--- src/rtl/agp_pkg.sv ---
package agp_pkg;

  localparam int MODE_W = 3;

  typedef enum logic [1:0] {
    ROLE_INPUT = 2'd0,
    ROLE_GPIO  = 2'd1,
    ROLE_ADDR  = 2'd2
  } pin_role_e;

  localparam logic [MODE_W-1:0] MODE_EXT_A = 3'd4;
  localparam logic [MODE_W-1:0] MODE_EXT_B = 3'd5;
  localparam logic [MODE_W-1:0] MODE_MIXED = 3'd6;
  localparam logic [MODE_W-1:0] MODE_PORT  = 3'd7;

  // Per-pin role from the operating mode and the pin's direction bit.
  function automatic pin_role_e role_of(input logic [MODE_W-1:0] mode,
                                        input logic dir_bit);
    pin_role_e r;
    case (mode)
      MODE_EXT_A, MODE_EXT_B: r = ROLE_ADDR;
      MODE_MIXED:             r = dir_bit ? ROLE_ADDR : ROLE_INPUT;
      MODE_PORT:              r = dir_bit ? ROLE_GPIO : ROLE_INPUT;
      default:                r = ROLE_INPUT;
    endcase
    return r;
  endfunction

endpackage

--- src/rtl/agp_rst_sync.sv ---
module agp_rst_sync (
  input  logic clk,
  input  logic rst_async_n,
  output logic rst_sync_n
);
  logic [1:0] stage_q;
  logic [1:0] stage_d;

  always_comb stage_d = {stage_q[0], 1'b1};

  always_ff @(posedge clk or negedge rst_async_n) begin
    if (!rst_async_n) stage_q <= 2'b00;
    else              stage_q <= stage_d;
  end

  assign rst_sync_n = stage_q[1];
endmodule

--- src/rtl/agp_sync.sv ---
module agp_sync #(
  parameter int W = 8
) (
  input  logic         clk,
  input  logic         rst_n,
  input  logic [W-1:0] async_in,
  output logic [W-1:0] sync_q
);
  logic [W-1:0] meta_q;
  logic [W-1:0] meta_d;
  logic [W-1:0] sync_d;

  always_comb begin
    meta_d = async_in;
    sync_d = meta_q;
  end

  always_ff @(posedge clk or negedge rst_n) begin
    if (!rst_n) begin
      meta_q <= '0;
      sync_q <= '0;
    end else begin
      meta_q <= meta_d;
      sync_q <= sync_d;
    end
  end

  // Settling counter so the latency check only looks at cycles since reset.
  logic [1:0] warm_q;
  always_ff @(posedge clk or negedge rst_n) begin
    if (!rst_n)              warm_q <= 2'd0;
    else if (warm_q != 2'd3) warm_q <= warm_q + 2'd1;
  end

  // the synchronized level is the input from two edges earlier.
  p_sync_lat_r10: assert property (@(posedge clk) disable iff (!rst_n)
    (warm_q == 2'd3) |-> (sync_q == $past(async_in, 2)));
endmodule

--- src/rtl/agp_regs.sv ---
module agp_regs #(
  parameter int              W        = 8,
  parameter int              AW       = 16,
  parameter logic [AW-1:0]   ADR_DIR  = 16'hFEBB,
  parameter logic [AW-1:0]   ADR_DATA = 16'hFF6B,
  parameter logic [AW-1:0]   ADR_PULL = 16'hFF72
) (
  input  logic          clk,
  input  logic          rst_n,
  input  logic          hw_stby,
  input  logic          sw_stby,
  input  logic          man_rst,
  input  logic [AW-1:0] bus_addr,
  input  logic          bus_wr,
  input  logic [W-1:0]  bus_wdata,
  output logic [W-1:0]  dir_q,
  output logic [W-1:0]  data_q,
  output logic [W-1:0]  pull_q
);
  logic [W-1:0] dir_d, data_d, pull_d;
  logic         wr_ok;
  logic         dir_en, data_en, pull_en;

  assign wr_ok = bus_wr & ~sw_stby & ~hw_stby & ~man_rst;

  always_comb begin
    dir_d   = dir_q;
    data_d  = data_q;
    pull_d  = pull_q;
    dir_en  = 1'b0;
    data_en = 1'b0;
    pull_en = 1'b0;
    if (hw_stby) begin
      dir_d   = '0;
      data_d  = '0;
      pull_d  = '0;
      dir_en  = 1'b1;
      data_en = 1'b1;
      pull_en = 1'b1;
    end else if (man_rst) begin
      pull_d  = '0;
      pull_en = 1'b1;
    end else if (wr_ok) begin
      if (bus_addr == ADR_DIR) begin
        dir_d  = bus_wdata;
        dir_en = 1'b1;
      end
      if (bus_addr == ADR_DATA) begin
        data_d  = bus_wdata;
        data_en = 1'b1;
      end
      if (bus_addr == ADR_PULL) begin
        pull_d  = bus_wdata;
        pull_en = 1'b1;
      end
    end
  end

  always_ff @(posedge clk or negedge rst_n) begin
    if (!rst_n) begin
      dir_q  <= '0;
      data_q <= '0;
      pull_q <= '0;
    end else begin
      if (dir_en)  dir_q  <= dir_d;
      if (data_en) data_q <= data_d;
      if (pull_en) pull_q <= pull_d;
    end
  end

  p_write_data_r1: assert property (@(posedge clk) disable iff (!rst_n)
    (bus_wr && bus_addr == ADR_DATA && !sw_stby && !hw_stby && !man_rst)
      |=> (data_q == $past(bus_wdata)));

  p_hw_clear_r3: assert property (@(posedge clk) disable iff (!rst_n)
    hw_stby |=> (dir_q == '0 && data_q == '0 && pull_q == '0));

  p_mrst_keep_r4: assert property (@(posedge clk) disable iff (!rst_n)
    (man_rst && !hw_stby) |=> (dir_q == $past(dir_q) && data_q == $past(data_q)
                               && pull_q == '0));

  p_stby_keep_r5: assert property (@(posedge clk) disable iff (!rst_n)
    (sw_stby && !hw_stby && !man_rst)
      |=> ($stable(dir_q) && $stable(data_q) && $stable(pull_q)));
endmodule

--- src/rtl/agp_pin_ctrl.sv ---
module agp_pin_ctrl
  import agp_pkg::*;
#(
  parameter int W = 8
) (
  input  logic              clk,
  input  logic              rst_n,
  input  logic [MODE_W-1:0] mode,
  input  logic              hw_stby,
  input  logic              sw_stby,
  input  logic              stby_hold,
  input  logic [W-1:0]      dir_q,
  input  logic [W-1:0]      data_q,
  input  logic [W-1:0]      pull_q,
  input  logic [W-1:0]      addr_in,
  input  logic [W-1:0]      pins_sync,
  output logic [W-1:0]      pin_oe,
  output logic [W-1:0]      pin_out,
  output logic [W-1:0]      pin_pu,
  output logic [W-1:0]      pin_level
);
  // Address captured every cycle outside software standby, frozen inside it.
  logic [W-1:0] hold_q, hold_d;
  logic         hold_en;

  assign hold_en = ~sw_stby;
  always_comb hold_d = addr_in;

  always_ff @(posedge clk or negedge rst_n) begin
    if (!rst_n)       hold_q <= '0;
    else if (hold_en) hold_q <= hold_d;
  end

  for (genvar i = 0; i < W; i++) begin : g_pin
    pin_role_e role;
    logic      oe_b, out_b, pu_b;

    assign role = role_of(mode, dir_q[i]);

    always_comb begin
      oe_b  = 1'b0;
      out_b = 1'b0;
      pu_b  = 1'b0;
      if (!hw_stby) begin
        case (role)
          ROLE_GPIO: begin
            oe_b  = 1'b1;
            out_b = data_q[i];
          end
          ROLE_ADDR: begin
            if (!sw_stby) begin
              oe_b  = 1'b1;
              out_b = addr_in[i];
            end else if (stby_hold) begin
              oe_b  = 1'b1;
              out_b = hold_q[i];
            end
          end
          default: pu_b = pull_q[i];
        endcase
      end
    end

    assign pin_oe[i]    = oe_b;
    assign pin_out[i]   = out_b;
    assign pin_pu[i]    = pu_b;
    assign pin_level[i] = (role == ROLE_GPIO) ? data_q[i] : pins_sync[i];
  end

  p_hw_quiet_r3: assert property (@(posedge clk) disable iff (!rst_n)
    hw_stby |-> (pin_oe == '0 && pin_pu == '0 && pin_out == '0));

  p_pu_excl_r11: assert property (@(posedge clk) disable iff (!rst_n)
    (pin_oe & pin_pu) == '0);

  p_ext_addr_r8: assert property (@(posedge clk) disable iff (!rst_n)
    ((mode == MODE_EXT_A || mode == MODE_EXT_B) && !sw_stby && !hw_stby)
      |-> (pin_oe == '1 && pin_out == addr_in));

  p_low_modes_r12: assert property (@(posedge clk) disable iff (!rst_n)
    (mode < MODE_EXT_A) |-> (pin_oe == '0));

  p_hold_entry_r9: assert property (@(posedge clk) disable iff (!rst_n)
    ($rose(sw_stby) && stby_hold && !hw_stby && mode == MODE_EXT_A)
      |-> (pin_out == $past(addr_in)));
endmodule

--- src/rtl/addr_gpio_port.sv ---
module addr_gpio_port
  import agp_pkg::*;
#(
  parameter int            W           = 8,
  parameter int            AW          = 16,
  parameter logic [AW-1:0] ADR_DIR     = 16'hFEBB,
  parameter logic [AW-1:0] ADR_DATA    = 16'hFF6B,
  parameter logic [AW-1:0] ADR_LEVEL   = 16'hFF5B,
  parameter logic [AW-1:0] ADR_PULL    = 16'hFF72,
  parameter logic [W-1:0]  DIR_RD_FILL = '1
) (
  input  logic              clk,
  input  logic              rst_n,
  input  logic              man_rst,
  input  logic              hw_stby,
  input  logic              sw_stby,
  input  logic              stby_hold,
  input  logic [MODE_W-1:0] mode,
  input  logic [AW-1:0]     bus_addr,
  input  logic              bus_wr,
  input  logic              bus_rd,
  input  logic [W-1:0]      bus_wdata,
  output logic [W-1:0]      bus_rdata,
  input  logic [W-1:0]      addr_in,
  input  logic [W-1:0]      pin_in,
  output logic [W-1:0]      pin_oe,
  output logic [W-1:0]      pin_out,
  output logic [W-1:0]      pin_pu
);
  logic         rst_int_n;
  logic [W-1:0] dir_q, data_q, pull_q;
  logic [W-1:0] pins_sync, pin_level;

  agp_rst_sync u_rst (
    .clk         (clk),
    .rst_async_n (rst_n),
    .rst_sync_n  (rst_int_n)
  );

  agp_regs #(
    .W        (W),
    .AW       (AW),
    .ADR_DIR  (ADR_DIR),
    .ADR_DATA (ADR_DATA),
    .ADR_PULL (ADR_PULL)
  ) u_regs (
    .clk       (clk),
    .rst_n     (rst_int_n),
    .hw_stby   (hw_stby),
    .sw_stby   (sw_stby),
    .man_rst   (man_rst),
    .bus_addr  (bus_addr),
    .bus_wr    (bus_wr),
    .bus_wdata (bus_wdata),
    .dir_q     (dir_q),
    .data_q    (data_q),
    .pull_q    (pull_q)
  );

  agp_sync #(.W(W)) u_sync (
    .clk      (clk),
    .rst_n    (rst_int_n),
    .async_in (pin_in),
    .sync_q   (pins_sync)
  );

  agp_pin_ctrl #(.W(W)) u_pins (
    .clk       (clk),
    .rst_n     (rst_int_n),
    .mode      (mode),
    .hw_stby   (hw_stby),
    .sw_stby   (sw_stby),
    .stby_hold (stby_hold),
    .dir_q     (dir_q),
    .data_q    (data_q),
    .pull_q    (pull_q),
    .addr_in   (addr_in),
    .pins_sync (pins_sync),
    .pin_oe    (pin_oe),
    .pin_out   (pin_out),
    .pin_pu    (pin_pu),
    .pin_level (pin_level)
  );

  always_comb begin
    bus_rdata = '0;
    if (bus_rd) begin
      case (bus_addr)
        ADR_DATA:  bus_rdata = data_q;
        ADR_LEVEL: bus_rdata = pin_level;
        ADR_PULL:  bus_rdata = pull_q;
        ADR_DIR:   bus_rdata = DIR_RD_FILL;
        default:   bus_rdata = '0;
      endcase
    end
  end

  // an idle bus returns zero.
  p_idle_bus_r13: assert property (@(posedge clk) disable iff (!rst_int_n)
    !bus_rd |-> (bus_rdata == '0));
endmodule

--- config.mk ---
export PLATFORM = sky130hd
export DESIGN_NAME = addr_gpio_port
export DESIGN_NICKNAME = d
export VERILOG_FILES = /design/src/rtl/agp_pkg.sv /design/src/rtl/agp_rst_sync.sv /design/src/rtl/agp_sync.sv /design/src/rtl/agp_regs.sv /design/src/rtl/agp_pin_ctrl.sv /design/src/rtl/addr_gpio_port.sv
export SDC_FILE = /design/constraint.sdc
export NUM_CORES = 1
export LEC_CHECK = 0
export ABC_CLOCK_PERIOD_IN_PS = 1420
export BUFFER_PORTS_ARGS = -buffer_cell sky130_fd_sc_hd__buf_2
export CORE_MARGIN = 5
export CORE_UTILIZATION = 48
export DETAILED_ROUTE_END_ITERATION = 7
export PLACE_DENSITY = 0.76
export SLEW_MARGIN = 20
export SYNTH_ARGS = -nofsm -noshare
export SYNTH_HDL_FRONTEND = slang
export SYNTH_HIERARCHICAL = 1
export SYNTH_SLANG_ARGS = --single-unit
--- constraint.sdc ---
create_clock -name clk -period 1.42 [get_ports clk]
set_input_delay 0.071 -clock clk [delete_from_list [all_inputs] [get_ports clk]]
set_output_delay 0.071 -clock clk [all_outputs]
set_load 0.005 [all_outputs]
# Word level (Yosys, flattened, before mapping)
# Cells that the tools add are included.
[op_classes]
eq_ne = 25
muxes = 124
bitwise = 6
reduce_logical = 17
[op_table]
columns = ["cell", "n"]
rows = [
  ["$mux 8", 13],
  ["$mux 1", 78],
  ["$eq 16x16->1 const B", 4],
  ["$pmux 2 s3", 8],
  ["$pmux 1 s2", 16],
  ["$pmux 8 s4", 1],
  ["$reduce_or 2->1", 9],
  ["$eq 2x1->1 const B", 8],
  ["$eq 2x2->1 const B", 8],
  ["$mux 2", 8],
  ["$eq 3x3->1 const B", 4],
  ["$reduce_and 4->1", 2],
  ["$reduce_bool 2->1", 3],
  ["$reduce_bool 3->1", 2],
  ["$and 1x1->1", 3],
  ["$not 1->1", 3],
  ["$reduce_and 3->1", 1],
  ["$ne 2x1->1 const B", 1],
]
[word_totals]
ff_bits = 50
output_inout_bits = 32
word_cells = 179

# Logic depth before layout (Yosys ltp)
# Gate-level depths: netlist (run 1).
[logic_depth]
ltp_word = 8
mapped_depth = 8
depth_no_buf = 8

# Cells and area by module
# The synthesis (run 1) kept the hierarchy.
[by_module_without_submodules]
columns = ["mod", "n_inst", "cells_per_inst", "area_each_um2", "seq_area_each_um2"]
rows = [
  ["agp_pin_ctrl", 1, 172, 1323.8, 200.2],
  ["agp_regs", 1, 101, 1109.8, 600.6],
  ["agp_sync", 1, 16, 400.4, 400.4],
  ["addr_gpio_port", 1, 42, 366.6, 0.0],
  ["agp_rst_sync", 1, 3, 53.8, 50.0],
]

# Worst setup path after synthesis (run 1)
# No wires, ideal clock.
[synth_timing]
path_type = "in2out"
start = "in bus_addr[0]"
end = "out bus_rdata[0]"
t_arrival_ns = 1.441
required_time_ns = 1.349
path_slack_ns = -0.092
path_stages = 4
path_buffers = 0
path_cell_list = "or4b_4 nor4_4 a22oi_1 a211oi_1"
[synth_via]
elab_chain_cells = 3
[synth_rtl]
columns = ["element", "line", "rtl"]
rows = [
  ["start: declaration", "addr_gpio_port.sv:19", "input logic [AW-1:0] bus_addr,"],
  ["$eq 16x16->1", "addr_gpio_port.sv:88", "case (bus_addr)"],
  ["$pmux 8 s4 *", "addr_gpio_port.sv:88", ""],
  ["$mux 8 *", "addr_gpio_port.sv:87", "if (bus_rd) begin"],
  ["end: declaration", "addr_gpio_port.sv:23", "output logic [W-1:0] bus_rdata,"],
]
# Every way passes the cells marked *; elsewhere a longest branch is shown, timed or not.

# Worst setup path after layout (run 1)
[layout_timing]
start = "reg u_regs.dir_q[4]"
end = "out bus_rdata[4]"
[layout_via]
elab_chain_cells = 6
[layout_rtl]
columns = ["element", "line", "rtl"]
rows = [
  ["start: declaration", "agp_regs.sv:16", "output logic [W-1:0] dir_q,"],
  ["start signal: assignment", "agp_regs.sv:65", "if (dir_en) dir_q <= dir_d;"],
  ["$mux 1 / $mux 2 (equally long branches)", "agp_pkg.sv:23, agp_pkg.sv:22", ""],
  ["$pmux 2 s3 *", "agp_pkg.sv:20", "case (mode)"],
  ["$eq 2x1->1 *", "agp_pin_ctrl.sv:67", "assign pin_level[i] = (role == ROLE_GPIO) ? data_q[i] : pins_sync[i];"],
  ["$mux 1 *", "agp_pin_ctrl.sv:67", ""],
  ["via pin_level[4]", "addr_gpio_port.sv:32", "logic [W-1:0] pins_sync, pin_level;"],
  ["$pmux 8 s4 *", "addr_gpio_port.sv:88", ""],
  ["$mux 8 *", "addr_gpio_port.sv:87", ""],
]
# The timed path passes the listed nets; every way through them passes the cells marked *.

==> results_dict.tcl, run 1 <==
set metrics [dict create \
    cp_max_fo 2 \
    r2r_cells 2 \
    num_io_pins 83 \
    cp.required_ps 1350 \
    worst_pin_slew_ps 819 \
    post-route-util_pct 69.8 \
    cts_tree "yes" \
    nFillCells 477 \
    nets 529 \
    crit_family "compound AO/OA/AOI/OAI gates" \
    cp-start-kind "register" \
    drv_slew 0 \
    fin_crit_sh_pct 140 \
    wl_per_cell_microns 18.0 \
    drv_cap 0 \
    postSynth.asyncResetShare_pct 100 \
    core_sq_mm 0.00668 \
    hold_class "in -> reg" \
    start_util_pct 48.7 \
    clock_skew_ps 10.4 \
    grt_pass1_vias 3220 \
    worstPathCellList "inv_2 -> o21ai_2 -> nand2_2 -> ha_4 -> mux2_4 -> a22oi_2 -> a211oi_2 -> buf_2" \
    hpwl_microns 6650 \
    root_buffer "clkbuf_8" \
    power_leakage_nw 2.10 \
    diodes 0 \
    relSlewSlack_pct 45.3 \
    rsz0062_at_grt "true" \
    crit_buf_inv 2 \
    min_path_cells 2 \
    worst_setup_path_end_kind "output port" \
    die_height_microns 92.3 \
    final_antenna_net_count 0 \
    antenna_found_initial 0 \
    postSynthCellCount 334 \
    synth_edf_count 0 \
    via_count 3074 \
    ys_warn_count 6 \
    dieWidth_microns 92.3 \
    cts.sinks 50 \
    ys_types 46 \
    grt_pass1_wl_microns 15700 \
    htree_num_levels 2 \
    worstPathArrival_ps 1920 \
    fin_crit_ps 1990 \
    finalWeightedCongestion 0.869 \
    grt.overflow.total 0 \
    grt_util_all_layers_pct 22.9 \
    cts_buffer_depth 2 \
    ys_seq_elements 50 \
    post_drt_via_cell_ratio 5.66 \
    drcViolationCount 0 \
    crit_type "reg -> out" \
    std_cell_rows 30 \
    cpPeakStageDelay_ps 390 \
    path_clk_slew_ps 100 \
    hold_viol_final 0 \
    p_per_area_mw_per_mm2 660 \
    crit_slowest_cell "dfrtp_1" \
    setup_slack_ps -574 \
    drtIter0Drc 239 \
    cts_buffers 5 \
    grt_max_degree 37 \
    io_buffers 82 \
    dieArea_sq_mm 0.00853 \
    setup_viol 32 \
    firstDrtPassIters 5 \
    dp_slack_ps -326 \
    synth-main-ff-cell "dfrtp_1" \
    synth_fp_nets 401 \
    violations "negative setup slack" \
    synth_area_sq_mm 0.00325 \
    drive_above_1_share_pct 53.3 \
    status "finished, violations left" \
    ys_seq_area_share_pct 38.4 \
    clock_latency_ps 310 \
    avgSynthCellArea_sq_um 9.74 \
    critical_path_depth 8 \
    wl_microns 9770 \
    syn2layout_area_growth_pct 43.2 \
    peakVddDrop_v 0.000481 \
    fmax_ghz 0.501 \
]
area by class of cell:
cell class | instances | area [sq um] | share of cell area (%)
well taps | 80 | 100 | 2.15
repair buffers | 155 | 1030 | 22.2
flip-flops and latches | 50 | 1250 | 26.9
multi-input cells | 224 | 2060 | 44.2
clock buffers | 5 | 68.8 | 1.48
inverters | 26 | 97.6 | 2.09
clock inverters | 3 | 48.8 | 1.05
Yosys cell counts (all sizes together) (2+ instances only):
cell	n	area, sq um
mux2	14	180
a22oi	8	60.1
nand3	11	55.1
ha	16	200
a21oi	17	85.1
o21ai	18	90.1
nor2	12	45.0
dfrtp	50	1250
a31oi	8	50.1
a211oi	10	80.1
nand3b	2	15.0
clkbuf	4	15.0
and2	15	93.8
a32oi	7	61.3
mux2i	8	80.1
buf	30	214
nor3	16	91.3
nand2	26	97.6
nand4	2	27.5
and3	2	12.5
inv	26	97.6
nand4b	6	67.6
nor2b	2	12.5
nor4	6	110
a22o	8	70.1
through the flow:
stage	power [mW]	setup TNS, ps	area (sq um)	hold slack (ps)	instances
after floorplan	1.72	-244	3270	-225	334
after detailed placement	1.92	-4920	3960	-144	512
final	3.08	-10580	4660	14.6	543
after CTS	3.06	-9120	4570	6.61	541
after global routing	3.21	-13730	4660	15.6	543
after global placement	1.91	-3910	3960	-144	512
worst reg2reg max path: stages (launching register included):
cell and delay (ps):
dfrtp_1 380, mux2_4 260, dlygate4sd3_1 560
path summary, 6_finish.rpt:
check | startpoint | to | slack [ps]
hold / removal | addr_in[7] | u_pins/hold_q[7]$_DFFE_PN0N_ | 10
max in group asynchronous | u_rst/stage_q[1]$_DFF_PN0_ | u_pins/hold_q[7]$_DFFE_PN0N_ | 790
setup / recovery | u_regs/dir_q[4]$_DFFE_PN0P_ | bus_rdata[4] | -570
min in group asynchronous | rst_n | u_rst/stage_q[1]$_DFF_PN0_ | 70
hold reg to reg | u_rst/stage_q[1]$_DFF_PN0_ | u_sync/sync_q[0]$_DFF_PN0_ | 150
setup reg to reg | u_pins/hold_q[3]$_DFFE_PN0N_ | u_pins/hold_q[3]$_DFFE_PN0N_ | 110
cell families (layout without fill, tap and decap cells):
group	Yosys count	after routing	synth area share [%]
and+or+nand+nor	107	107	21.5
xor gates and xnor gates	1	1	0.269
other	1	1	0.115
AOI/OAI and AO/OA	77	77	15.5
DFF	50	50	38.4
muxes	22	22	8.00
buffers and inverters	60	189	10.0
adders and majority gates	16	16	6.15
routing by layer:
layer	routed length, microns	global-route usage, %	up-vias
met2	5110	40.4	117
li1	-	-	1436
met5	0	0	-
met1	3880	28.0	1494
met3	543	4.39	27
met4	238	7.55	0
power by group:
part / internal, mW / leakage, nW / switching (mW)
Combinational: 0.255 / 1.41 / 0.267
Sequential: 1.47 / 0.638 / 0.0211
Clock: 0.537 / 0.0563 / 0.524
Total: 2.26 / 2.10 / 0.812
state kept, by name (all words and copies together) (netlist names):
name / flops
u_rst/stage_q: 2
u_pins/hold_q: 8
u_sync/sync_q: 8
u_regs/data_q: 8
u_sync/meta_q: 8
u_regs/dir_q: 8
u_regs/pull_q: 8
layout by cell type (no fill, tap or decap), drive strengths merged, types with 2 or more instances in the layout:
cell and count:
a31oi 8, inv 27, a22o 8, nor2 12, nand3b 2, nand2 26, a211oi 10, a21oi 17
buf 141, mux2i 8, a22oi 8, mux2 14, ha 16, and3 2, nand4b 6, and2 15
dlygate4sd3 14, nor2b 2, nor3 16, dfrtp 50, o21ai 18, nand3 11, a32oi 7, nand4 2
clkbuf 5, nor4 6
what timing repair did:
item                       in CTS  in global routing
resized for setup              76                 18
hold buffers                   14                  0
setup buffers                   8                  2
setup endpoints to repair      32                 33
pin swaps                      32                  3
hold endpoints to repair       15                  0
No activity file was read; power rests on OpenSTA's default activity.
==> run 2, diff against run 1 <==
CTS_BUF_LIST = sky130_fd_sc_hd__clkbuf_16   (was unset)
==> run 2 against run 1 <==
Net effect: fmax rose by 0.24%; clock skew decreased by 3.6 ps; sequential share of layout area down 0.79 points; register-to-register slack improved by 210 ps; via count increased by 0.98%; the run still ends with negative setup slack left; wire length is 5.6% higher.
==> results_dict.tcl, run 2 (synthesized netlist as in run 1, its figures left out) <==
set metrics [dict create \
    cts_buffers 5 \
    dp_slack_ps -326 \
    grt_pass1_vias 3136 \
    relSlewSlack_pct 60.9 \
    cpPeakStageDelay_ps 390 \
    finalWeightedCongestion 0.869 \
    path_clk_slew_ps 70 \
    worst_pin_slew_ps 585 \
    worst_setup_path_end_kind "output port" \
    fin_crit_sh_pct 140 \
    grt.overflow.total 0 \
    hpwl_microns 6650 \
    fin_crit_ps 1990 \
    gr-max-usage-layer "met2" \
    cts_tree "yes" \
    nFillCells 450 \
    final_cell_mix "buf_2 (82), buf_4 (54), dfrtp_1 (49), inv_1 (17), nand2_2 (16)" \
    num_io_pins 83 \
    cp.required_ps 1350 \
    final_antenna_net_count 0 \
    nets 528 \
    clock_skew_ps 6.83 \
    hold_viol_final 0 \
    multi_input_area_sq_mm 0.00215 \
    via_count 3104 \
    core_sq_mm 0.00668 \
    gr-usage-met2_pct 40.2 \
    htree_num_levels 2 \
    setup_tns_ps -10350 \
    cp_max_fo 3 \
    peakVddDrop_v 0.000562 \
    setup_slack_ps -569 \
    crit_buf_inv 2 \
    wl_per_cell_microns 19.0 \
    use_met3_pct 4.22 \
    drtIter0Drc 201 \
    drv_cap 0 \
    std_cell_rows 30 \
    drcViolationCount 0 \
    syn2layout_area_growth_pct 47.6 \
    seq_area_sq_mm 0.00125 \
    dieWidth_microns 92.3 \
    fin_area_sq_mm 0.00480 \
    power_leakage_nw 2.16 \
    placed_cells 512 \
    wl_microns 10300 \
    drive_above_1_share_pct 58.9 \
    worstPathArrival_ps 1920 \
    die_height_microns 92.3 \
    crit_type "reg -> out" \
    p_per_area_mw_per_mm2 715 \
    firstDrtPassIters 5 \
    post-route-util_pct 71.9 \
    diodes 0 \
    final_cells 542 \
    placed_area_sq_mm 0.00396 \
    grt_use_met1_pct 28.0 \
    cts_buffer_depth 2 \
    clock_latency_ps 290 \
    layout_commonest_cell "buf_2" \
    crit_family "compound AO/OA/AOI/OAI gates" \
    grt_util_all_layers_pct 22.8 \
    root_buffer "clkbuf_16" \
    post_drt_via_cell_ratio 5.73 \
    antenna_found_initial 0 \
    setup_viol 32 \
    hold_class "in -> reg" \
    start_util_pct 48.7 \
    crit_slowest_cell "dfrtp_1" \
    cp-start-kind "register" \
    dieArea_sq_mm 0.00853 \
    grt_max_degree 37 \
    drv_slew 0 \
    violations "negative setup slack" \
    status "finished, violations left" \
    fmax_ghz 0.503 \
    io_buffers 82 \
    rsz0062_at_grt "true" \
    worstPathCellList "inv_2 -> o21ai_2 -> nand2_2 -> ha_4 -> mux2_4 -> a22oi_2 -> a211oi_2 -> buf_2" \
    grt_pass1_wl_microns 15600 \
    cts.sinks 50 \
]
[run 2: metal layers]
metal	up-vias	share of wire, %
met3	26	6.5
li1	1434	-
met5	-	0
met1	1501	40
met2	143	51
met4	0	2.2
[run 2: worst paths after layout]
path	startpoint	to	slack, ps	depth (start not counted)
max	u_regs/dir_q[3]$_DFFE_PN0P_	bus_rdata[3]	-570	8
min reg2reg	u_rst/stage_q[1]$_DFF_PN0_	u_sync/sync_q[0]$_DFF_PN0_	150	0
max in group asynchronous	u_rst/stage_q[1]$_DFF_PN0_	u_sync/sync_q[3]$_DFF_PN0_	780	1
min	addr_in[1]	u_pins/hold_q[1]$_DFFE_PN0N_	20	2
max reg2reg	u_regs/dir_q[2]$_DFFE_PN0P_	u_regs/dir_q[2]$_DFFE_PN0P_	320	4
min in group asynchronous	rst_n	u_rst/stage_q[0]$_DFF_PN0_	90	2
[run 2: through the flow]
stage / hold slack (ps) / total power, mW
after floorplan: -225 / 1.72
after global placement: -144 / 1.91
after detailed placement: -144 / 1.92
after CTS: 18.3 / 3.38
after global routing: 20.8 / 3.56
final: 21.9 / 3.44
[run 2: cell type report]
cell class                      instances  area share, %
Clock buffer                            5           2.61
Sequential cell                        50           26.1
Clock inverter                          3           1.02
Inverter                               26           2.03
Tap cell                               80           2.08
Timing Repair Buffer                  154           21.3
Multi-Input combinational cell        224           44.8
[run 2: timing repair]
item / 4_1_cts / 5_1_grt
gates cloned: 0 / 0
hold buffers: 9 / 0
setup endpoints to repair: 32 / 40
hold endpoints to repair: 10 / 0
gates resized for setup: 69 / 54
buffers inserted: 10 / 7
pin swaps: 32 / 29
[run 2: power by group]
| group | switching [mW] | leakage [nW] | total, mW | internal, mW |
|---|---|---|---|---|
| sequential | 0.0207 | 0.638 | 1.49 | 1.47 |
| clock | 0.571 | 0.0819 | 1.42 | 0.844 |
| combinational | 0.280 | 1.44 | 0.529 | 0.248 |
